===== src/rtl/msi_term_pkg.sv =====
package msi_term_pkg;
  localparam int NUM_GRP     = 16;
  localparam int IDX_PER_GRP = 8;
  localparam int VEC_PER_IDX = 16;
  localparam int DATA_W      = 32;
  localparam int IDX_SHIFT   = 16;
  localparam int GRP_W       = $clog2(NUM_GRP);
  localparam int IDX_W       = $clog2(IDX_PER_GRP);
  localparam int VEC_W       = $clog2(VEC_PER_IDX);
  localparam int GRP_SHIFT   = IDX_SHIFT + IDX_W;
  localparam int SUM_BIT     = GRP_SHIFT + GRP_W;
  localparam int ADDR_W      = SUM_BIT + 1;

  typedef struct packed {
    logic             hit;
    logic [GRP_W-1:0] grp;
    logic [IDX_W-1:0] idx;
  } reg_sel_t;

  // Index register space: top bit clear, byte offset low field zero.
  function automatic reg_sel_t decode_index(input logic [ADDR_W-1:0] a);
    reg_sel_t s;
    s.hit = (a[SUM_BIT] == 1'b0) && (a[IDX_SHIFT-1:0] == '0);
    s.grp = a[SUM_BIT-1:GRP_SHIFT];
    s.idx = a[GRP_SHIFT-1:IDX_SHIFT];
    return s;
  endfunction

  // Summary space: top bit set, group in the field just above the low offset.
  function automatic reg_sel_t decode_summary(input logic [ADDR_W-1:0] a);
    reg_sel_t s;
    s.hit = (a[SUM_BIT] == 1'b1) && (a[SUM_BIT-1:IDX_SHIFT+GRP_W] == '0)
            && (a[IDX_SHIFT-1:0] == '0);
    s.grp = a[IDX_SHIFT+GRP_W-1:IDX_SHIFT];
    s.idx = '0;
    return s;
  endfunction

  function automatic logic [VEC_PER_IDX-1:0] vec_onehot(input logic [DATA_W-1:0] d);
    logic [VEC_PER_IDX-1:0] v;
    v = '0;
    v[d[VEC_W-1:0]] = 1'b1;
    return v;
  endfunction
endpackage


===== src/rtl/msi_term_decode.sv =====
module msi_term_decode
  import msi_term_pkg::*;
(
  input  logic                   clk,
  input  logic                   rst_n,
  input  logic                   wr_valid,
  input  logic [ADDR_W-1:0]      wr_addr,
  input  logic [DATA_W-1:0]      wr_data,
  input  logic                   rd_en,
  input  logic [ADDR_W-1:0]      rd_addr,
  output logic                   wr_hit,
  output logic [GRP_W-1:0]       wr_grp,
  output logic [IDX_W-1:0]       wr_idx,
  output logic [VEC_PER_IDX-1:0] wr_vec,
  output logic                   rd_idx_hit,
  output logic                   rd_sum_hit,
  output logic [GRP_W-1:0]       rd_grp,
  output logic [IDX_W-1:0]       rd_idx
);
  reg_sel_t wsel, rsel_i, rsel_s;
  logic     data_ok;

  always_comb begin
    wsel    = decode_index(wr_addr);
    rsel_i  = decode_index(rd_addr);
    rsel_s  = decode_summary(rd_addr);
    data_ok = (wr_data < DATA_W'(VEC_PER_IDX));
    wr_hit  = wr_valid && wsel.hit && data_ok;
    wr_grp  = wsel.grp;
    wr_idx  = wsel.idx;
    wr_vec  = vec_onehot(wr_data);
    rd_idx_hit = rd_en && rsel_i.hit;
    rd_sum_hit = rd_en && rsel_s.hit;
    rd_grp  = rsel_i.hit ? rsel_i.grp : rsel_s.grp;
    rd_idx  = rsel_i.idx;
  end

  p_data_range_r6: assert property (@(posedge clk) disable iff (!rst_n)
    (wr_valid && (wr_data >= DATA_W'(VEC_PER_IDX))) |-> !wr_hit);
  p_addr_space_r7: assert property (@(posedge clk) disable iff (!rst_n)
    (wr_valid && wr_addr[SUM_BIT]) |-> !wr_hit);
  p_rd_exclusive_r9: assert property (@(posedge clk) disable iff (!rst_n)
    !(rd_idx_hit && rd_sum_hit));
endmodule


===== src/rtl/msi_index_reg.sv =====
module msi_index_reg
  import msi_term_pkg::*;
(
  input  logic                   clk,
  input  logic                   rst_n,
  input  logic                   set_en,
  input  logic [VEC_PER_IDX-1:0] set_vec,
  input  logic                   clr_en,
  output logic [VEC_PER_IDX-1:0] pend
);
  logic [VEC_PER_IDX-1:0] kept, added;

  always_comb begin
    kept  = clr_en ? '0 : pend;
    added = set_en ? set_vec : '0;
  end

  always_ff @(posedge clk) begin
    if (!rst_n) pend <= '0;
    else        pend <= kept | added;
  end

  p_set_lands_r1: assert property (@(posedge clk) disable iff (!rst_n)
    set_en |=> ((pend & $past(set_vec)) == $past(set_vec)));
  p_clear_on_read_r2: assert property (@(posedge clk) disable iff (!rst_n)
    (clr_en && !set_en) |=> (pend == '0));
  p_set_survives_r5: assert property (@(posedge clk) disable iff (!rst_n)
    (clr_en && set_en) |=> (pend == $past(set_vec)));
  p_or_accum_r10: assert property (@(posedge clk) disable iff (!rst_n)
    (set_en && !clr_en) |=> ((pend & $past(pend)) == $past(pend)));
  p_idle_hold_r9: assert property (@(posedge clk) disable iff (!rst_n)
    (!set_en && !clr_en) |=> $stable(pend));
endmodule


===== src/rtl/msi_term_group.sv =====
module msi_term_group
  import msi_term_pkg::*;
(
  input  logic                   clk,
  input  logic                   rst_n,
  input  logic                   wr_hit_g,
  input  logic [IDX_W-1:0]       wr_idx,
  input  logic [VEC_PER_IDX-1:0] wr_vec,
  input  logic                   rd_hit_g,
  input  logic [IDX_W-1:0]       rd_idx,
  output logic [VEC_PER_IDX-1:0] sel_val,
  output logic [IDX_PER_GRP-1:0] summary,
  output logic                   irq
);
  logic [IDX_PER_GRP-1:0][VEC_PER_IDX-1:0] pend_all;

  for (genvar x = 0; x < IDX_PER_GRP; x++) begin : g_idx
    logic set_x, clr_x;
    assign set_x = wr_hit_g && (wr_idx == IDX_W'(x));
    assign clr_x = rd_hit_g && (rd_idx == IDX_W'(x));
    msi_index_reg u_reg (
      .clk    (clk),
      .rst_n  (rst_n),
      .set_en (set_x),
      .set_vec(wr_vec),
      .clr_en (clr_x),
      .pend   (pend_all[x])
    );
    assign summary[x] = |pend_all[x];
  end

  assign sel_val = pend_all[rd_idx];
  assign irq     = |summary;

  p_irq_rise_r4: assert property (@(posedge clk) disable iff (!rst_n)
    $rose(irq) |-> $past(wr_hit_g));
  p_irq_fall_r4: assert property (@(posedge clk) disable iff (!rst_n)
    $fell(irq) |-> $past(rd_hit_g));
endmodule


===== src/rtl/msi_term_bank.sv =====
module msi_term_bank
  import msi_term_pkg::*;
(
  input  logic                   clk,
  input  logic                   rst_n,
  input  logic                   wr_valid,
  input  logic [ADDR_W-1:0]      wr_addr,
  input  logic [DATA_W-1:0]      wr_data,
  input  logic                   rd_en,
  input  logic [ADDR_W-1:0]      rd_addr,
  output logic [VEC_PER_IDX-1:0] rd_data,
  output logic [NUM_GRP-1:0]     irq_out
);
  logic                   wr_hit, rd_idx_hit, rd_sum_hit;
  logic [GRP_W-1:0]       wr_grp, rd_grp;
  logic [IDX_W-1:0]       wr_idx, rd_idx;
  logic [VEC_PER_IDX-1:0] wr_vec, rd_next;
  logic [NUM_GRP-1:0]     grp_wr_hit, grp_rd_hit;
  logic [NUM_GRP-1:0][VEC_PER_IDX-1:0] grp_val;
  logic [NUM_GRP-1:0][IDX_PER_GRP-1:0] grp_sum;

  msi_term_decode u_dec (
    .clk(clk), .rst_n(rst_n),
    .wr_valid(wr_valid), .wr_addr(wr_addr), .wr_data(wr_data),
    .rd_en(rd_en), .rd_addr(rd_addr),
    .wr_hit(wr_hit), .wr_grp(wr_grp), .wr_idx(wr_idx), .wr_vec(wr_vec),
    .rd_idx_hit(rd_idx_hit), .rd_sum_hit(rd_sum_hit),
    .rd_grp(rd_grp), .rd_idx(rd_idx)
  );

  for (genvar g = 0; g < NUM_GRP; g++) begin : g_grp
    assign grp_wr_hit[g] = wr_hit && (wr_grp == GRP_W'(g));
    assign grp_rd_hit[g] = rd_idx_hit && (rd_grp == GRP_W'(g));
    msi_term_group u_grp (
      .clk(clk), .rst_n(rst_n),
      .wr_hit_g(grp_wr_hit[g]), .wr_idx(wr_idx), .wr_vec(wr_vec),
      .rd_hit_g(grp_rd_hit[g]), .rd_idx(rd_idx),
      .sel_val(grp_val[g]), .summary(grp_sum[g]), .irq(irq_out[g])
    );
  end

  always_comb begin
    rd_next = '0;
    if (rd_idx_hit)      rd_next = grp_val[rd_grp];
    else if (rd_sum_hit) rd_next[IDX_PER_GRP-1:0] = grp_sum[rd_grp];
  end

  always_ff @(posedge clk) begin
    if (!rst_n) rd_data <= '0;
    else        rd_data <= rd_next;
  end

  p_one_group_write_r1: assert property (@(posedge clk) disable iff (!rst_n)
    $onehot0(grp_wr_hit));
  p_one_group_clear_r2: assert property (@(posedge clk) disable iff (!rst_n)
    $onehot0(grp_rd_hit));
  p_sum_read_no_clear_r3: assert property (@(posedge clk) disable iff (!rst_n)
    rd_sum_hit |-> (grp_rd_hit == '0));
  p_unmapped_zero_r9: assert property (@(posedge clk) disable iff (!rst_n)
    (!rd_idx_hit && !rd_sum_hit) |=> (rd_data == '0));
endmodule


===== config.mk =====
export PLATFORM = sky130hd
export DESIGN_NAME = msi_term_bank
export DESIGN_NICKNAME = d
export VERILOG_FILES = /design/src/rtl/msi_term_pkg.sv /design/src/rtl/msi_term_decode.sv /design/src/rtl/msi_index_reg.sv /design/src/rtl/msi_term_group.sv /design/src/rtl/msi_term_bank.sv
export SDC_FILE = /design/constraint.sdc
export NUM_CORES = 2
export LEC_CHECK = 0
export CORE_MARGIN = 3
export CORE_UTILIZATION = 55
export DETAILED_ROUTE_END_ITERATION = 8
export GPL_TIMING_DRIVEN = 0
export PLACE_DENSITY = 0.71
export SETUP_SLACK_MARGIN = 0.05
export SLEW_MARGIN = 0
export SYNTH_ARGS = -nofsm -noshare
export SYNTH_HDL_FRONTEND = slang
export SYNTH_HIERARCHICAL = 1
export SYNTH_SLANG_ARGS = --single-unit

===== constraint.sdc =====
create_clock -name clk -period 31.9 [get_ports clk]
set_clock_uncertainty 0.1 [all_clocks]
set_input_delay 6.38 -clock clk [delete_from_list [all_inputs] [get_ports clk]]
set_output_delay 6.38 -clock clk [all_outputs]
set_load 0.1 [all_outputs]

==> impl_metrics.py <==
metrics = {
    "synth": {
        "synth.avg_cell_area_sq_um": 10.9,
        "synth_top_area_frac": 0.338,
        "yosys-top-cells-area": "dfxtp_1, nand2b_4, a21boi_2",
        "yosysMostFrequentCell": "nand2_1",
        "synth_cell_type_count": 37,
        "syn_nets": 11300,
        "synth_edf_count": 0,
        "synth_ff_type": "dfxtp_1",
        "yosys-top-cells-count": "nand2_1, dfxtp_1, a21boi_2, nand2b_4, nand2b_1",
        "netlist_instances": 11200,
        "ys_ff_latch": 2064,
        "synth-async-reset-ratio": 0,
        "ys_seq_area_frac": 0.338,
        "synth_top_area_cell": "dfxtp_1",
        "yosysWarnings": 6,
        "synth_area_sq_um": 122000,
    },
    "job": {
        "max_cap_viol_count": 0,
    },
    "power_and_ir_drop": {
        "switching_share": 0.231,
        "p_total_mw": 5.62,
        "p_per_area_nw_per_um2": 40.9,
        "seqPwrFrac": 0.459,
        "p_leak_nw": 42.9,
        "combPwrFrac": 0.052,
        "clockPowerShare": 0.489,
        "switching_power_mw": 1.30,
        "p_int_mw": 4.32,
        "irDropWorstVdd_mv": 0.0506,
    },
    "clocking": {
        "clockBufferDepth": 3,
        "post_cts.repair.setup_buffers": 0,
        "cts-resized-gates": 0,
        "clk_pin_slew_worst_paths_ps": 60,
        "cts.sinks": 2064,
        "root_buffer": "clkbuf_16",
        "cts_made_buffers": 222,
        "cts_max_level": 4,
        "insertion_delay_ps": 880,
        "cts-hold-fix-buffers": 0,
        "cts_tree": "done",
    },
    "placed_design": {
        "portBuffers": 108,
        "finalWeightedCongestion": 0.991,
        "dp_hpwl_um": 299000,
        "dpl_cell_area_sq_um": 130000,
    },
    "global_routing": {
        "first_global_vias": 91100,
        "antenna_found_initial": 26,
        "overflow": 0,
        "grt_max_degree": 171,
        "track_usage": 0.335,
        "grt_pass1_wl_um": 588000,
    },
    "floorplanning": {
        "start_util": 0.555,
        "core_sq_um": 220000,
        "die_w_um": 477,
        "rows": 172,
        "die-area_sq_um": 228000,
        "io-pin-count": 116,
        "die_y_um": 477,
    },
    "timing": {
        "fin_crit_sh": 0.348,
        "maxSlewHeadroom": 0.144,
        "rsz0062_at_grt": "no",
        "slew_violations": 0,
        "finalCriticalPeriod_ps": 11100,
        "worstMarginPinSlew_ps": 1280,
        "setup_viol_count_final": 0,
        "hold_viol": 0,
        "fmax_ghz": 0.0901,
    },
    "detailed_routing": {
        "ant_nets": 0,
        "vias": 90900,
        "drc": 0,
        "routed_via_density": 6.13,
        "wl_per_cell_um": 26.6,
        "dr.pass1.iters": 6,
        "routed_wl_um": 394000,
        "initialDrtViolationCount": 8416,
    },
    "final_layout": {
        "nets": 11800,
        "fill_cells": 17400,
        "drive_gt1_frac": 0.380,
        "area.growth.synth_to_final_pct": 12.4,
        "postLayoutCellArea_sq_um": 137000,
    },
    "run_status": {
        "outcome": "complete, no violations",
    },
    "critical_path": {
        "critPathRequiredTime_ps": 32560,
        "crit_type": "in -> reg",
        "path_max_fanout": 10,
        "cp-end-kind": "register",
        "worst_setup_path_start_kind": "primary input",
        "worstPathArrival_ps": 11760,
    },
    "min_path": {
        "hold_path.class": "reg -> reg",
    },
}
cell type report:
cell class | count | area [sq um] | area share
Antenna cell | 10 | 25.0 | 0.000182
Buffer | 721 | 6210 | 0.0453
Clock buffer | 324 | 6530 | 0.0476
Clock inverter | 86 | 1190 | 0.00866
Inverter | 1 | 3.75 | 0.0000273
Multi-Input combinational cell | 8390 | 74800 | 0.545
Sequential cell | 2064 | 41300 | 0.301
Tap cell | 2958 | 3700 | 0.0270
Timing Repair Buffer | 282 | 3550 | 0.0259
critical path, cell delays in order:
cell             delay, ps
clkdlybuf4s50_1        400
nor4_1                 340
nand4_1                250
nor2_4                 200
mux2_2                 200
buf_2                  300
buf_2                  580
buf_2                  510
nand2_1                550
nor2_1                 680
nand2b_1               240
nor3_1                 670
buf_6                  240
nand2b_4               140
a21boi_2                50
metrics by stage:
step | setup TNS, ps | worst slack [ps] | hold slack (ps) | utilization | std cells
after floorplan | 0 | 16010 | 365 | - | 11200
final | 0 | 20800 | 393 | 0.623 | 14800
after global placement | -36440 | -3600 | 380 | 0.576 | 14200
after detailed placement | 0 | 20260 | 387 | 0.588 | 14400
after global routing | 0 | 20730 | 410 | 0.623 | 14800
after CTS | 0 | 21140 | 395 | 0.623 | 14800
per-layer routing:
| metal | GRT usage | up-vias | part of all wire |
|---|---|---|---|
| met5 | 0 | - | 0.00032 |
| met4 | 0.187 | 18 | 0.065 |
| met3 | 0.0704 | 1053 | 0.081 |
| met2 | 0.536 | 3993 | 0.46 |
| met1 | 0.422 | 45400 | 0.40 |
| li1 | - | 40500 | - |
cells in the final DEF (no fill, tap or decap), types with 80 or more instances in the layout:
cell	synthesis	layout
a21boi_0	768	768
a21boi_2	1280	1280
buf_12	33	80
buf_2	200	200
buf_4	141	166
buf_6	292	380
clkbuf_1	54	99
clkbuf_16	0	224
clkdlybuf4s50_1	0	107
dfxtp_1	2064	2064
mux2_2	260	260
mux2i_1	112	112
mux4_1	96	96
mux4_2	464	464
nand2_1	2144	2144
nand2b_1	872	872
nand2b_4	1280	1280
nand4_1	139	139
nor2_1	228	219
nor4_1	559	558
final timing paths:
kind,from,cells after the start,endpoint,slack (ps)
setup / recovery,rd_addr[11],15,g_grp[15].u_grp/g_idx[0].u_reg/pend[10]$_SDFF_PN0_,20800
hold / removal,g_grp[6].u_grp/g_idx[1].u_reg/pend[5]$_SDFF_PN0_,2,g_grp[6].u_grp/g_idx[1].u_reg/pend[5]$_SDFF_PN0_,390
setup reg to reg,g_grp[5].u_grp/g_idx[7].u_reg/pend[11]$_SDFF_PN0_,5,rd_data[7]$_SDFF_PN0_,28310
hold reg to reg,g_grp[6].u_grp/g_idx[1].u_reg/pend[5]$_SDFF_PN0_,2,g_grp[6].u_grp/g_idx[1].u_reg/pend[5]$_SDFF_PN0_,390
logic make-up after synthesis:
logic type      share of synthesized area
compound gates                      0.169
buf+inv                            0.0509
flops                               0.338
mux                                 0.139
simple gates                        0.303
flip-flops by register name (all words and copies together), names as in the netlist:
signal / count
g_grp.u_grp/g_idx.u_reg/pend: 2048
rd_data: 16
power groups by stage:
stage | Clock (mW) | Combinational, mW | Sequential (mW)
floorplan | 0 | 0.173 | 2.63
global placement | 0 | 0.344 | 2.63
detailed placement | 0 | 0.289 | 2.63
CTS | 2.78 | 0.290 | 2.58
global route | 2.88 | 0.304 | 2.58
finish | 2.75 | 0.295 | 2.58
Note: power is estimated with default switching activity, not from simulation.
